`src/rtl/adc_readout.sv`:
```
module adc_readout #(
  parameter int DIV         = 10,
  parameter int RST_MIN     = 16,
  parameter int SETTLE_FAST = 12_000_000,
  parameter int SETTLE_SLOW = 30_000_000,
  parameter int WAKE        = 100_000,
  parameter int WDOG        = 40_000_000,
  parameter int CNT_W       = 32
) (
  input  logic        clk,
  input  logic        rst_n,
  input  logic        rdy_dout_i,
  output logic        sclk_o,
  output logic        pdrst_n_o,
  output logic        gain_o,
  output logic        filter_o,
  input  logic        pwr_down_i,
  input  logic        cfg_gain_i,
  input  logic        cfg_filter_i,
  input  logic [7:0]  stat_mask_i,
  input  logic [7:0]  stat_exp_i,
  output logic        busy_o,
  output logic        valid_o,
  output logic [23:0] data_o,
  output logic [7:0]  status_o,
  output logic        stat_err_o,
  output logic        timeout_o
);
  localparam int PW = (DIV > 2) ? $clog2(DIV) : 1;
  localparam logic [PW-1:0]    PH_END  = PW'(DIV - 1);
  localparam logic [CNT_W-1:0] RST_END = CNT_W'(RST_MIN - 1);
  localparam logic [CNT_W-1:0] WD_END  = CNT_W'(WDOG - 1);
  localparam logic [CNT_W-1:0] LD_FAST = CNT_W'(SETTLE_FAST);
  localparam logic [CNT_W-1:0] LD_SLOW = CNT_W'(SETTLE_SLOW);
  localparam logic [CNT_W-1:0] LD_WAKE = CNT_W'(WAKE);

  typedef enum logic [1:0] {IDLE, SHIFT, DONE, DRAIN} st_t;
  st_t st;

  logic             rdy_m, rdy_s;
  logic             pdrst_q, gain_q, filt_q, sclk_q;
  logic [CNT_W-1:0] pd_cnt, blank, wd_cnt;
  logic [PW-1:0]    ph;
  logic [4:0]       bitn;
  logic [31:0]      sh;
  logic             valid_q, err_q, tmo_q;
  logic [23:0]      data_q;
  logic [7:0]       stat_q;

  wire cfg_chg = (cfg_gain_i != gain_q) || (cfg_filter_i != filt_q);
  wire pd_rel  = !pwr_down_i && !pdrst_q && (pd_cnt == RST_END);
  wire [CNT_W-1:0] settle = cfg_filter_i ? LD_SLOW : LD_FAST;
  wire stat_bad = |((sh[7:0] ^ stat_exp_i) & stat_mask_i);

  assign sclk_o     = sclk_q;
  assign pdrst_n_o  = pdrst_q;
  assign gain_o     = gain_q;
  assign filter_o   = filt_q;
  assign busy_o     = (st != IDLE);
  assign valid_o    = valid_q;
  assign stat_err_o = err_q;
  assign timeout_o  = tmo_q;
  assign data_o     = data_q;
  assign status_o   = stat_q;

  always_ff @(posedge clk or negedge rst_n)
    if (!rst_n) begin
      rdy_m <= 1'b1;
      rdy_s <= 1'b1;
      gain_q <= 1'b0;
      filt_q <= 1'b0;
    end else begin
      rdy_m <= rdy_dout_i;
      rdy_s <= rdy_m;
      gain_q <= cfg_gain_i;
      filt_q <= cfg_filter_i;
    end

  always_ff @(posedge clk or negedge rst_n)
    if (!rst_n) begin
      pdrst_q <= 1'b0;
      pd_cnt  <= '0;
    end else if (pwr_down_i) begin
      pdrst_q <= 1'b0;
      pd_cnt  <= '0;
    end else if (!pdrst_q) begin
      if (pd_cnt == RST_END) pdrst_q <= 1'b1;
      else                   pd_cnt  <= pd_cnt + 1'b1;
    end

  always_ff @(posedge clk or negedge rst_n)
    if (!rst_n)              blank <= '0;
    else if (pd_rel)         blank <= settle + LD_WAKE;
    else if (cfg_chg)        blank <= settle;
    else if (blank != '0)    blank <= blank - 1'b1;

  always_ff @(posedge clk or negedge rst_n)
    if (!rst_n) begin
      wd_cnt <= '0;
      tmo_q  <= 1'b0;
    end else begin
      tmo_q <= 1'b0;
      if (!pdrst_q || st != IDLE) wd_cnt <= '0;
      else if (wd_cnt == WD_END) begin
        wd_cnt <= '0;
        tmo_q  <= 1'b1;
      end else wd_cnt <= wd_cnt + 1'b1;
    end

  always_ff @(posedge clk or negedge rst_n)
    if (!rst_n) begin
      st     <= IDLE;
      sclk_q <= 1'b1;
      ph     <= '0;
      bitn   <= '0;
      sh     <= '0;
    end else if (!pdrst_q) begin
      st     <= IDLE;
      sclk_q <= 1'b1;
      ph     <= '0;
    end else begin
      case (st)
        IDLE: if (!rdy_s) begin
          st     <= SHIFT;
          sclk_q <= 1'b0;
          ph     <= '0;
          bitn   <= '0;
        end
        SHIFT: if (ph == PH_END) begin
          ph     <= '0;
          sclk_q <= ~sclk_q;
          if (!sclk_q) begin
            sh   <= {sh[30:0], rdy_s};
            bitn <= bitn + 1'b1;
            if (bitn == 5'd31) st <= DONE;
          end
        end else ph <= ph + 1'b1;
        DONE:  st <= DRAIN;
        default: if (rdy_s) st <= IDLE;
      endcase
    end

  always_ff @(posedge clk or negedge rst_n)
    if (!rst_n) begin
      valid_q <= 1'b0;
      err_q   <= 1'b0;
      data_q  <= '0;
      stat_q  <= '0;
    end else begin
      valid_q <= 1'b0;
      err_q   <= 1'b0;
      if (st == DONE && pdrst_q && blank == '0 && !cfg_chg) begin
        stat_q <= sh[7:0];
        if (stat_bad) err_q <= 1'b1;
        else begin
          valid_q <= 1'b1;
          data_q  <= {~sh[31], sh[30:8]};
        end
      end
    end

  assert_pd_hold_R2: assert property (@(posedge clk) disable iff (!rst_n)
    pwr_down_i |=> !pdrst_n_o);
  assert_sclk_idle_R3: assert property (@(posedge clk) disable iff (!rst_n)
    !busy_o |-> sclk_o);
  assert_low_phase_R4: assert property (@(posedge clk) disable iff (!rst_n)
    $fell(sclk_o) |=> !sclk_o);
  assert_one_result_R6: assert property (@(posedge clk) disable iff (!rst_n)
    !(valid_o && stat_err_o));
  assert_cfg_blank_R7: assert property (@(posedge clk) disable iff (!rst_n)
    (gain_o != $past(gain_o) || filter_o != $past(filter_o)) |-> !valid_o);
  assert_tmo_pulse_R9: assert property (@(posedge clk) disable iff (!rst_n)
    timeout_o |=> !timeout_o);
endmodule

```
`config.mk`:
```
export PLATFORM = sky130hd
export DESIGN_NAME = adc_readout
export DESIGN_NICKNAME = d
export VERILOG_FILES = /design/src/rtl/adc_readout.sv
export SDC_FILE = /design/constraint.sdc
export NUM_CORES = 1
export LEC_CHECK = 0
export ABC_AREA = 1
export ABC_CLOCK_PERIOD_IN_PS = 4800
export BUFFER_PORTS_ARGS = -buffer_cell sky130_fd_sc_hd__buf_4
export CORE_MARGIN = 5
export CORE_UTILIZATION = 66
export DETAILED_ROUTE_END_ITERATION = 8
export GPL_ROUTABILITY_DRIVEN = 0
export PLACE_DENSITY = 0.83
export SLEW_MARGIN = 10
export SYNTH_ARGS = -nofsm -noshare
export SYNTH_HDL_FRONTEND = slang
export SYNTH_SLANG_ARGS = --single-unit
```
`constraint.sdc`:
```
create_clock -name clk -period 4.8 [get_ports clk]
set_clock_uncertainty 0.2 [all_clocks]
set_input_delay 0.48 -clock clk [delete_from_list [all_inputs] [get_ports clk]]
set_output_delay 0.48 -clock clk [all_outputs]
set_load 0.01 [all_outputs]
```
==> results.py, run 1 <==
metrics = {
    "global_routing": {
        "grt_max_degree": 111,
        "grt_pass1_wl_mm": 39.5,
        "first_global_vias": 8513,
        "grt_remaining_overflow": 0,
        "antenna_found_initial": 0,
        "globalRouteTotalUtil_pct": 27.2,
    },
    "cts": {
        "cts_buffers": 17,
        "cts_tree": "yes",
        "clk_latency_ps": 440,
        "clkTransAtPathRegs_ps": 70,
        "cts_root_buffer": "clkbuf_16",
        "post_cts_buffers": 0,
        "cts_sinks": 180,
        "cts_max_level": 4,
        "cts_buffer_depth": 2,
    },
    "drt": {
        "drt_iter0_markers": 887,
        "vias_per_cell": 5.50,
        "dr_wl_met3_mm": 1.29,
        "wl_per_cell_um": 14.1,
        "drc_errors": 0,
        "drt_wl_total_mm": 23.2,
        "wl_met2_mm": 11.1,
        "ant_nets": 0,
        "top_layer_used": "met4",
        "drt_pass1_iterations": 6,
        "wl_met1_mm": 10.2,
        "num_vias": 9049,
    },
    "worst_setup_path": {
        "reg2regPathDepth": 10,
        "cp_common_cell": "nand2_1",
        "rrSetupSlack_ps": 1860,
        "path_cells": "dlygate4sd3_1, buf_4, inv_1, or2_2, nand3_1, inv_2, nand3_4, nor2_4, nand2_1, nand2_1",
        "crit_path_top_delay_cell": "nor2_4",
        "startpoint_type": "input pin",
        "worst_r2r_endpoint": "blank[2]",
        "critPathRequiredTime_ps": 4970,
        "critPathMaxFanout": 41,
        "cp_slowest_stage_delay_ps": 600,
        "critical_path_arrival_ps": 3130,
        "criticalPathCategory": "input pin to register",
        "reg2reg_from": "pd_cnt[0]",
        "critPathCaptureType": "register",
    },
    "timing": {
        "timing.slew.headroom_pct": 29.8,
        "holdWs_ps": 23.1,
        "max_freq_ghz": 0.338,
        "worst_pin_slew_ps": 1050,
        "setup_viol": 0,
        "tns_ps": 0,
        "period_minus_slack_ps": 2960,
        "finalCritPeriodShare_pct": 61.6,
        "report.final.slew_viol_count": 0,
        "rsz0062_at_grt": "false",
        "final-hold-violation-count": 0,
    },
    "floorplan": {
        "dieWidth_um": 133,
        "dieArea_um2": 17700,
        "core.rowCount": 45,
        "io-pin-count": 62,
        "core_um2": 15000,
        "fp.dieH_um": 133,
        "start_util_pct": 66.5,
    },
    "layout": {
        "area_delta_synth_final_pct": 11.8,
        "diodes": 0,
        "final_layout_size_suffix_gt1_share_pct": 8.72,
        "finalNetCount": 1476,
    },
    "power_and_ir_drop": {
        "p_leak_nw": 5.31,
        "power_density_nw_per_um2": 280,
        "peakVddDrop_v": 0.000275,
    },
    "logic_synthesis": {
        "syn_inst": 1388,
        "synthTopCellsByCount": "394 x nand2_1, 228 x nor2_1, 177 x dfrtp_1, 158 x inv_1, 103 x nand3_1",
        "ys_seq_elements": 180,
        "ys_seq_area_share_pct": 45.3,
        "yosys.cell_types.count": 38,
        "syn_avg_cell_area_um2": 7.18,
        "ys.warnings.count": 0,
        "synth_nets": 1420,
        "synth_area_um2": 9960,
        "synth_edf_count": 0,
        "synth_most_common_cell": "nand2_1",
        "yosysTopAreaCell": "dfrtp_1",
        "synth-async-reset-ratio_pct": 100,
        "synth_area_leaders": "dfrtp_1 44%, nand2_1 15%, nor2_1 8.6%, inv_1 6.0%, nand3_1 5.2%",
        "synth_ff_type": "dfrtp_1",
        "netlist.area_leader.share_pct": 44.5,
    },
    "worst_hold_path": {
        "holdPathEnd": "filter_o",
        "min_path_cells": 1,
        "hold_class": "input pin to register",
        "hp-start": "cfg_filter_i",
    },
    "status": {
        "status": "finished, final reports clean",
    },
    "job": {
        "maxCapViolCount": 0,
    },
    "placed_design": {
        "port_buffers": 61,
        "dp_hpwl_mm": 16.5,
    },
}
[per-stage QoR]
stage | power [W] | cells | utilization [%] | setup WS, ps | instance area, um^2
detailed placement | 0.00179 | 1610 | 70.4 | 1920 | 10500
global route | 0.00324 | 1645 | 74.4 | 1630 | 11100
finish | 0.00312 | 1645 | 74.4 | 1840 | 11100
floorplan | 0.00171 | 1388 | - | 2840 | 9960
CTS | 0.00314 | 1645 | 74.4 | 1860 | 11100
global placement | 0.00179 | 1610 | 70.4 | 2020 | 10500
[registers in the layout, indices dropped and copies added (netlist names)]
name / flops
pdrst_n_o: 1
bitn: 5
gain_o: 1
data_o: 24
blank: 32
st: 2
valid_o: 1
rdy_m: 1
filter_o: 1
stat_err_o: 1
sclk_o: 1
status_o: 8
sh: 32
wd_cnt: 32
ph: 4
rdy_s: 1
timeout_o: 1
pd_cnt: 32
[worst max path at each step]
stage	startpoint	to
final	cfg_gain_i	data_o[18]
after floorplan	pd_cnt[0]	pd_cnt[10]
after detailed placement	pd_cnt[0]	blank[2]
after CTS	cfg_gain_i	data_o[18]
after global placement	pd_cnt[0]	blank[3]
after global routing	cfg_gain_i	data_o[18]
[cells in the final DEF (no fill, tap or decap), types with 4 or more instances in the layout]
cell type,count
nand2_1,394
nor2_1,228
dfrtp_1,177
inv_1,158
nand3_1,102
o21ai_0,71
buf_4,63
nand4_1,37
o21ai_1,35
a21oi_1,32
nor3_1,27
xor2_1,26
clkbuf_16,17
ha_1,10
xnor2_1,7
nor2_2,7
or2_1,6
nor2_4,6
nand3b_1,5
inv_8,5
nor3b_1,4
or2_2,4
nand2_2,4
inv_6,4
[area by class of cell]
type,count,area [um^2]
well taps,188,235
clock buffers,18,439
multi-input cells,1019,4720
flip-flops and latches,180,4510
fillers,1186,3830
inverters,159,597
clock inverters,14,130
repair buffers,67,517
[worst max-delay path, delay by kind of cell]
family / cells / cell delay, ps
buffers and inverters: 4 / 1060
and+or+nand+nor: 6 / 1570
[metal layers]
metal,GRT usage [%],vias up
li1,-,4522
met1,36.9,4206
met2,44.0,274
met3,5.51,47
met4,9.06,0
met5,0,-
[timing repair]
item | CTS | global route
resized for setup | 0 | 0
endpoints found under the hold margin | 55 | 0
endpoints found under the setup margin | 0 | 0
hold buffers | 3 | 0
[logic make-up after synthesis]
logic type,after synthesis,synth area share (%)
flip-flops,180,45.3
XOR/XNOR,33,2.90
buffers and inverters,189,7.46
AND/OR/NAND/NOR,832,35.7
adder cells (fa/ha/maj),10,1.26
AO/OA/AOI/OAI,144,7.40
[where the power goes]
group          internal (W)  switching (W)
clock network      0.000702       0.000651
registers           0.00154      0.0000255
logic             0.0000624       0.000138
total               0.00230       0.000815
Power figures use the tool's default switching activity.
==> run 2, diff against run 1 <==
ABC_CLOCK_PERIOD_IN_PS = 2900   (was 4800)
CORE_UTILIZATION = 61   (was 66)
PLACE_DENSITY = 0.77   (was 0.83)
clock period = 2.9 ns   (was 4.8 ns; I/O delays follow)
==> run 2 against run 1 <==
Compared with the run above: via count up 0.98%; cell count up 2.4%; sequential share of layout area down 0.61 points; utilization down 3.4 points; first-iteration DRC count up 6.4%; die area up 7.6%; sequential cell count unchanged; hold slack better by 130 ps; critical path type is now register to register.
==> results.py, run 2 (same netlist as run 1, synthesis figures left out) <==
metrics = {
    "status": {
        "status": "finished, final reports clean",
    },
    "layout": {
        "multi_input_area_um2": 4720,
        "diodes": 0,
        "seq_area_um2": 4510,
        "stdcell_count": 1685,
        "final_layout_size_suffix_gt1_share_pct": 9.33,
        "final_common_cell": "nand2_1",
        "area_delta_synth_final_pct": 13.6,
        "finalNetCount": 1488,
        "fillerInstances": 1322,
        "final_cell_mix": "394 x nand2_1, 228 x nor2_1, 177 x dfrtp_1, 158 x inv_1, 102 x nand3_1",
    },
    "power_and_ir_drop": {
        "power_density_nw_per_um2": 470,
        "peakVddDrop_v": 0.000467,
        "p_leak_nw": 5.37,
    },
    "drt": {
        "drt_iter0_markers": 944,
        "drt_wl_total_mm": 24.3,
        "drt_pass1_iterations": 7,
        "wl_per_cell_um": 14.4,
        "num_vias": 9138,
        "ant_nets": 0,
        "drc_errors": 0,
        "vias_per_cell": 5.42,
    },
    "worst_hold_path": {
        "hold_class": "register to register",
        "hp-start": "rdy_m",
    },
    "global_routing": {
        "globalRouteTotalUtil_pct": 27.1,
        "grt_max_degree": 70,
        "first_global_vias": 8663,
        "antenna_found_initial": 0,
        "grt_pass1_wl_mm": 41.2,
        "grt_remaining_overflow": 0,
    },
    "timing": {
        "period_minus_slack_ps": 2560,
        "worst_pin_slew_ps": 1130,
        "max_freq_ghz": 0.390,
        "finalCritPeriodShare_pct": 88.3,
        "rsz0062_at_grt": "false",
        "timing.slew.headroom_pct": 24.4,
        "final-hold-violation-count": 0,
        "setup_viol": 0,
        "fin_ws_ps": 338,
        "tns_ps": 0,
        "report.final.slew_viol_count": 0,
    },
    "floorplan": {
        "dieArea_um2": 19000,
        "start_util_pct": 62.5,
        "core.rowCount": 46,
        "dieWidth_um": 138,
        "core_um2": 15900,
        "io-pin-count": 62,
        "fp.dieH_um": 138,
    },
    "cts": {
        "clkTransAtPathRegs_ps": 80,
        "cts_max_level": 4,
        "cts_buffers": 17,
        "cts_buffer_depth": 2,
        "clk_latency_ps": 440,
        "cts_tree": "yes",
        "cts_root_buffer": "clkbuf_16",
        "cts_resized": 0,
        "cts_sinks": 180,
    },
    "worst_setup_path": {
        "crit_path_top_delay_cell": "o21ai_2",
        "crit_path_end": "pd_cnt[20]",
        "reg2regPathDepth": 7,
        "critPathRequiredTime_ps": 2960,
        "path_cells": "ha_1, nand3_1, nor2_1, nand2_1, nor2_4, o21ai_2, o21ai_0",
        "criticalPathCategory": "register to register",
        "critPathCaptureType": "register",
        "rrSetupSlack_ps": 340,
        "reg2reg_from": "pd_cnt[0]",
        "critPathMaxFanout": 26,
        "worst_r2r_endpoint": "pd_cnt[20]",
        "startpoint_type": "register",
        "critical_path_arrival_ps": 2630,
        "cp_slowest_stage_delay_ps": 860,
        "startpoint": "pd_cnt[0]",
    },
    "placed_design": {
        "place_ws_ps": 378,
        "dp_cells": 1648,
        "dp_hpwl_mm": 17.7,
        "port_buffers": 61,
    },
    "job": {
        "maxCapViolCount": 0,
    },
}
run 2: power breakdown:
group	internal (W)	switching [W]	total (W)	leakage (nW)
Sequential	0.00255	0.0000416	0.00259	2.44
Clock	0.00128	0.00110	0.00238	0.297
Combinational	0.000109	0.000237	0.000346	2.63
Total	0.00393	0.00138	0.00532	5.37
run 2: per-stage QoR:
stage / power [W] / hold WS (ps) / utilization, % / instance area [um^2]
5_1_grt: 0.00551 / 170 / 71.0 / 11300
3_5_place_dp: 0.00297 / 121 / 66.8 / 10700
4_1_cts: 0.00535 / 159 / 71.0 / 11300
2_1_floorplan: 0.00283 / -206 / - / 9960
6_report: 0.00532 / 157 / 71.0 / 11300
3_3_place_gp: 0.00297 / 121 / 66.8 / 10700
run 2: how the worst min path moves through the flow:
stage / slack, ps / cells after the start / to
global placement: 120 / 1 / pd_cnt[11]
detailed placement: 120 / 1 / pd_cnt[11]
finish: 160 / 0 / rdy_s
global route: 170 / 0 / rdy_s
CTS: 160 / 0 / rdy_s
floorplan: -210 / 0 / bitn[0]
run 2: repair_timing:
| action | 4_1_cts | 5_1_grt |
|---|---|---|
| hold endpoints to repair | 75 | 0 |
| setup buffers | 0 | 0 |
| hold buffers | 5 | 0 |
run 2: per-layer routing:
metal  routed length, um  GRT usage [%]  part of all wire (%)  up-vias
li1                    -              -                     -     4541
met1               10700           36.8                    44     4235
met2               11700           44.4                    48      311
met3                1340           5.30                   5.5       51
met4                 585           8.29                   2.4        0
met5                   0              0                     0        -
run 2: layout make-up:
cell class	count	area share (%)
Clock buffer	19	4.00
Clock inverter	13	1.38
Inverter	159	5.28
Multi-Input combinational cell	1019	41.7
Sequential cell	180	39.9
Tap cell	216	2.39
Timing Repair Buffer	79	5.41
run 2: worst max-delay path, delay by kind of cell, from the launching register on:
kind / cells / cell delay, ps
compound gates: 2 / 1070
fa+ha+maj: 1 / 280
flops: 1 / 430
simple gates: 4 / 400
==> run 3, diff against run 2 <==
ABC_AREA = not set   (was 1)
ABC_CLOCK_PERIOD_IN_PS = 3200   (was 2900)
CORE_UTILIZATION = 65   (was 61)
PLACE_DENSITY = 0.82   (was 0.77)
clock period = 3.2 ns   (was 2.9 ns; I/O delays follow)
==> run 3 against run 2 <==
Compared with the run above: combinational power is 10% lower; power is 11% lower; first-iteration DRC count is 38% lower; sequential power is 8.5% lower; maximum frequency is 11% lower; die area is 17% lower; sequential share of layout area is 5.2 points higher; synthesized cell count is 42% lower; critical path depth is 1 higher; final area is 12% lower; via count is 29% lower.
==> results.py, run 3 <==
metrics = {
    "placed_design": {
        "port_buffers": 61,
        "dp_hpwl_mm": 12.4,
        "place_ws_ps": 339,
        "dp_cells": 1027,
    },
    "power_and_ir_drop": {
        "p_leak_nw": 4.46,
        "p_sw_share_pct": 24.4,
        "power_frac_clock_pct": 43.1,
        "seqPwrFrac_pct": 50.3,
        "intPower_w": 0.00356,
        "pwr-share-comb_pct": 6.6,
        "power.switching_w": 0.00115,
        "power_density_nw_per_um2": 472,
        "peakVddDrop_v": 0.000398,
    },
    "drt": {
        "drt_wl_total_mm": 18.6,
        "vias_per_cell": 6.08,
        "num_vias": 6454,
        "drc_errors": 0,
        "drt_iter0_markers": 582,
        "drt_pass1_iterations": 5,
        "ant_nets": 0,
        "wl_per_cell_um": 17.5,
    },
    "cts": {
        "cts_root_buffer": "clkbuf_16",
        "cts_buffer_depth": 2,
        "clkTransAtPathRegs_ps": 70,
        "clk_latency_ps": 430,
        "cts_max_level": 4,
        "cts_resized": 0,
        "cts_tree": "yes",
        "cts_sinks": 180,
        "cts_buffers": 17,
        "post_cts_buffers": 0,
    },
    "floorplan": {
        "core_um2": 13100,
        "fp.dieH_um": 125,
        "core.rowCount": 42,
        "dieWidth_um": 125,
        "dieArea_um2": 15700,
        "io-pin-count": 62,
        "start_util_pct": 65.9,
    },
    "global_routing": {
        "grt_max_degree": 78,
        "grt_remaining_overflow": 0,
        "met2_usage_pct": 40.0,
        "grt-busiest-layer": "met2",
        "antenna_found_initial": 0,
        "grt.met3_usage_pct": 5.33,
        "first_global_vias": 6497,
        "use_met1_pct": 32.3,
        "grt_pass1_wl_mm": 31.7,
        "globalRouteTotalUtil_pct": 24.3,
    },
    "logic_synthesis": {
        "syn_avg_cell_area_um2": 10.7,
        "synth_most_common_cell": "dfrtp_1",
        "synth_area_um2": 8660,
        "synth_edf_count": 0,
        "synth_ff_type": "dfrtp_1",
        "netlist.area_leader.share_pct": 51.2,
        "synth_area_leaders": "dfrtp_1 51%, mux2_2 6.0%, xnor2_1 4.9%, nor2_1 4.5%, xor2_1 3.9%",
        "yosysTopAreaCell": "dfrtp_1",
        "synthTopCellsByCount": "177 x dfrtp_1, 104 x nor2_1, 48 x xnor2_1, 46 x mux2_2, 39 x xor2_1",
        "ys.warnings.count": 0,
        "syn_inst": 806,
        "synth_nets": 838,
        "yosys.cell_types.count": 61,
        "synth-async-reset-ratio_pct": 100,
        "ys_seq_elements": 180,
        "ys_seq_area_share_pct": 52.1,
    },
    "worst_hold_path": {
        "hold_class": "input pin to register",
        "min_path_cells": 2,
        "holdPathEnd": "pd_cnt[8]",
        "hp-start": "pwr_down_i",
    },
    "layout": {
        "stdcell_count": 1062,
        "final_common_cell": "dfrtp_1",
        "multi_input_area_um2": 3950,
        "diodes": 0,
        "finalNetCount": 906,
        "final_layout_size_suffix_gt1_share_pct": 19.2,
        "final_cell_mix": "177 x dfrtp_1, 104 x nor2_1, 75 x buf_4, 48 x xnor2_1, 46 x mux2_2",
        "fillerInstances": 861,
        "seq_area_um2": 4510,
        "area_delta_synth_final_pct": 15.5,
    },
    "worst_setup_path": {
        "critical_path_arrival_ps": 2990,
        "rrSetupSlack_ps": 330,
        "worst_r2r_endpoint": "data_o[0]",
        "reg2reg_from": "blank[0]",
        "critPathMaxFanout": 24,
        "critPathCaptureType": "register",
        "critPathRequiredTime_ps": 3320,
        "reg2regPathDepth": 8,
        "startpoint": "blank[0]",
        "startpoint_type": "register",
        "criticalPathCategory": "register to register",
    },
    "status": {
        "status": "finished, final reports clean",
    },
    "timing": {
        "final-hold-violation-count": 0,
        "setup_viol": 0,
        "report.final.slew_viol_count": 0,
        "finalCritPeriodShare_pct": 89.8,
        "fin_ws_ps": 325,
        "worst_pin_slew_ps": 823,
        "timing.slew.headroom_pct": 44.9,
        "max_freq_ghz": 0.348,
        "rsz0062_at_grt": "false",
        "period_minus_slack_ps": 2870,
        "holdWs_ps": 82.4,
        "tns_ps": 0,
    },
    "job": {
        "maxCapViolCount": 0,
    },
}
[run 3: kinds of logic after synthesis]
kind of cell / count (synthesis) / share of synthesized area, %
simple gates: 327 / 20.5
flops: 180 / 52.1
xor+xnor: 87 / 8.80
compound gates: 79 / 5.67
mux: 70 / 9.03
buf+inv: 53 / 2.49
fa+ha+maj: 10 / 1.45
[run 3: routing by layer]
metal,up-vias,routed length [um]
met4,0,303
met3,33,882
met2,194,9220
met5,-,0
met1,3203,8170
li1,3024,-
[run 3: worst max path at each step]
stage          depth (start not counted)  slack, ps    endpoint
3_5_place_dp                           8        340  data_o[17]
2_1_floorplan                          6        400  data_o[14]
5_1_grt                                8        140  data_o[17]
4_1_cts                                8        330  data_o[17]
3_3_place_gp                           6        400   data_o[0]
6_report                               8        330   data_o[0]
[run 3: timing repair]
action	CTS	global route
endpoints found under the setup margin	0	0
hold buffers	4	0
hold endpoints to repair	80	0
[run 3: power by group through the flow]
stage                     clock [W]  combinational [W]  sequential [W]
after floorplan                   0           0.000183         0.00240
after global placement            0           0.000292         0.00241
after detailed placement          0           0.000305         0.00241
after CTS                   0.00206           0.000313         0.00237
after global routing        0.00215           0.000351         0.00238
final                       0.00203           0.000310         0.00237
[run 3: cell type report]
class / instances / share of cell area [%]
Inverter: 19 / 0.713
Timing Repair Buffer: 83 / 6.75
Clock inverter: 12 / 1.20
Sequential cell: 180 / 45.1
Clock buffer: 19 / 4.53
Multi-Input combinational cell: 573 / 39.5
Tap cell: 176 / 2.20
[run 3: stage by stage]
| stage | total power [W] | utilization, % | area [um^2] |
|---|---|---|---|
| after CTS | 0.00474 | 76.1 | 10000 |
| after global placement | 0.00270 | 71.4 | 9390 |
| after floorplan | 0.00258 | - | 8660 |
| after global routing | 0.00488 | 76.1 | 10000 |
| final | 0.00471 | 76.1 | 10000 |
| after detailed placement | 0.00271 | 71.4 | 9390 |
[run 3: critical path: stages, from the launching register on]
cell and delay (ps):
dfrtp_1 410, inv_1 90, ha_1 200, nor4b_1 420, nand2_1 140, or4b_4 540, nor3_4 170, buf_12 210
mux2_2 360
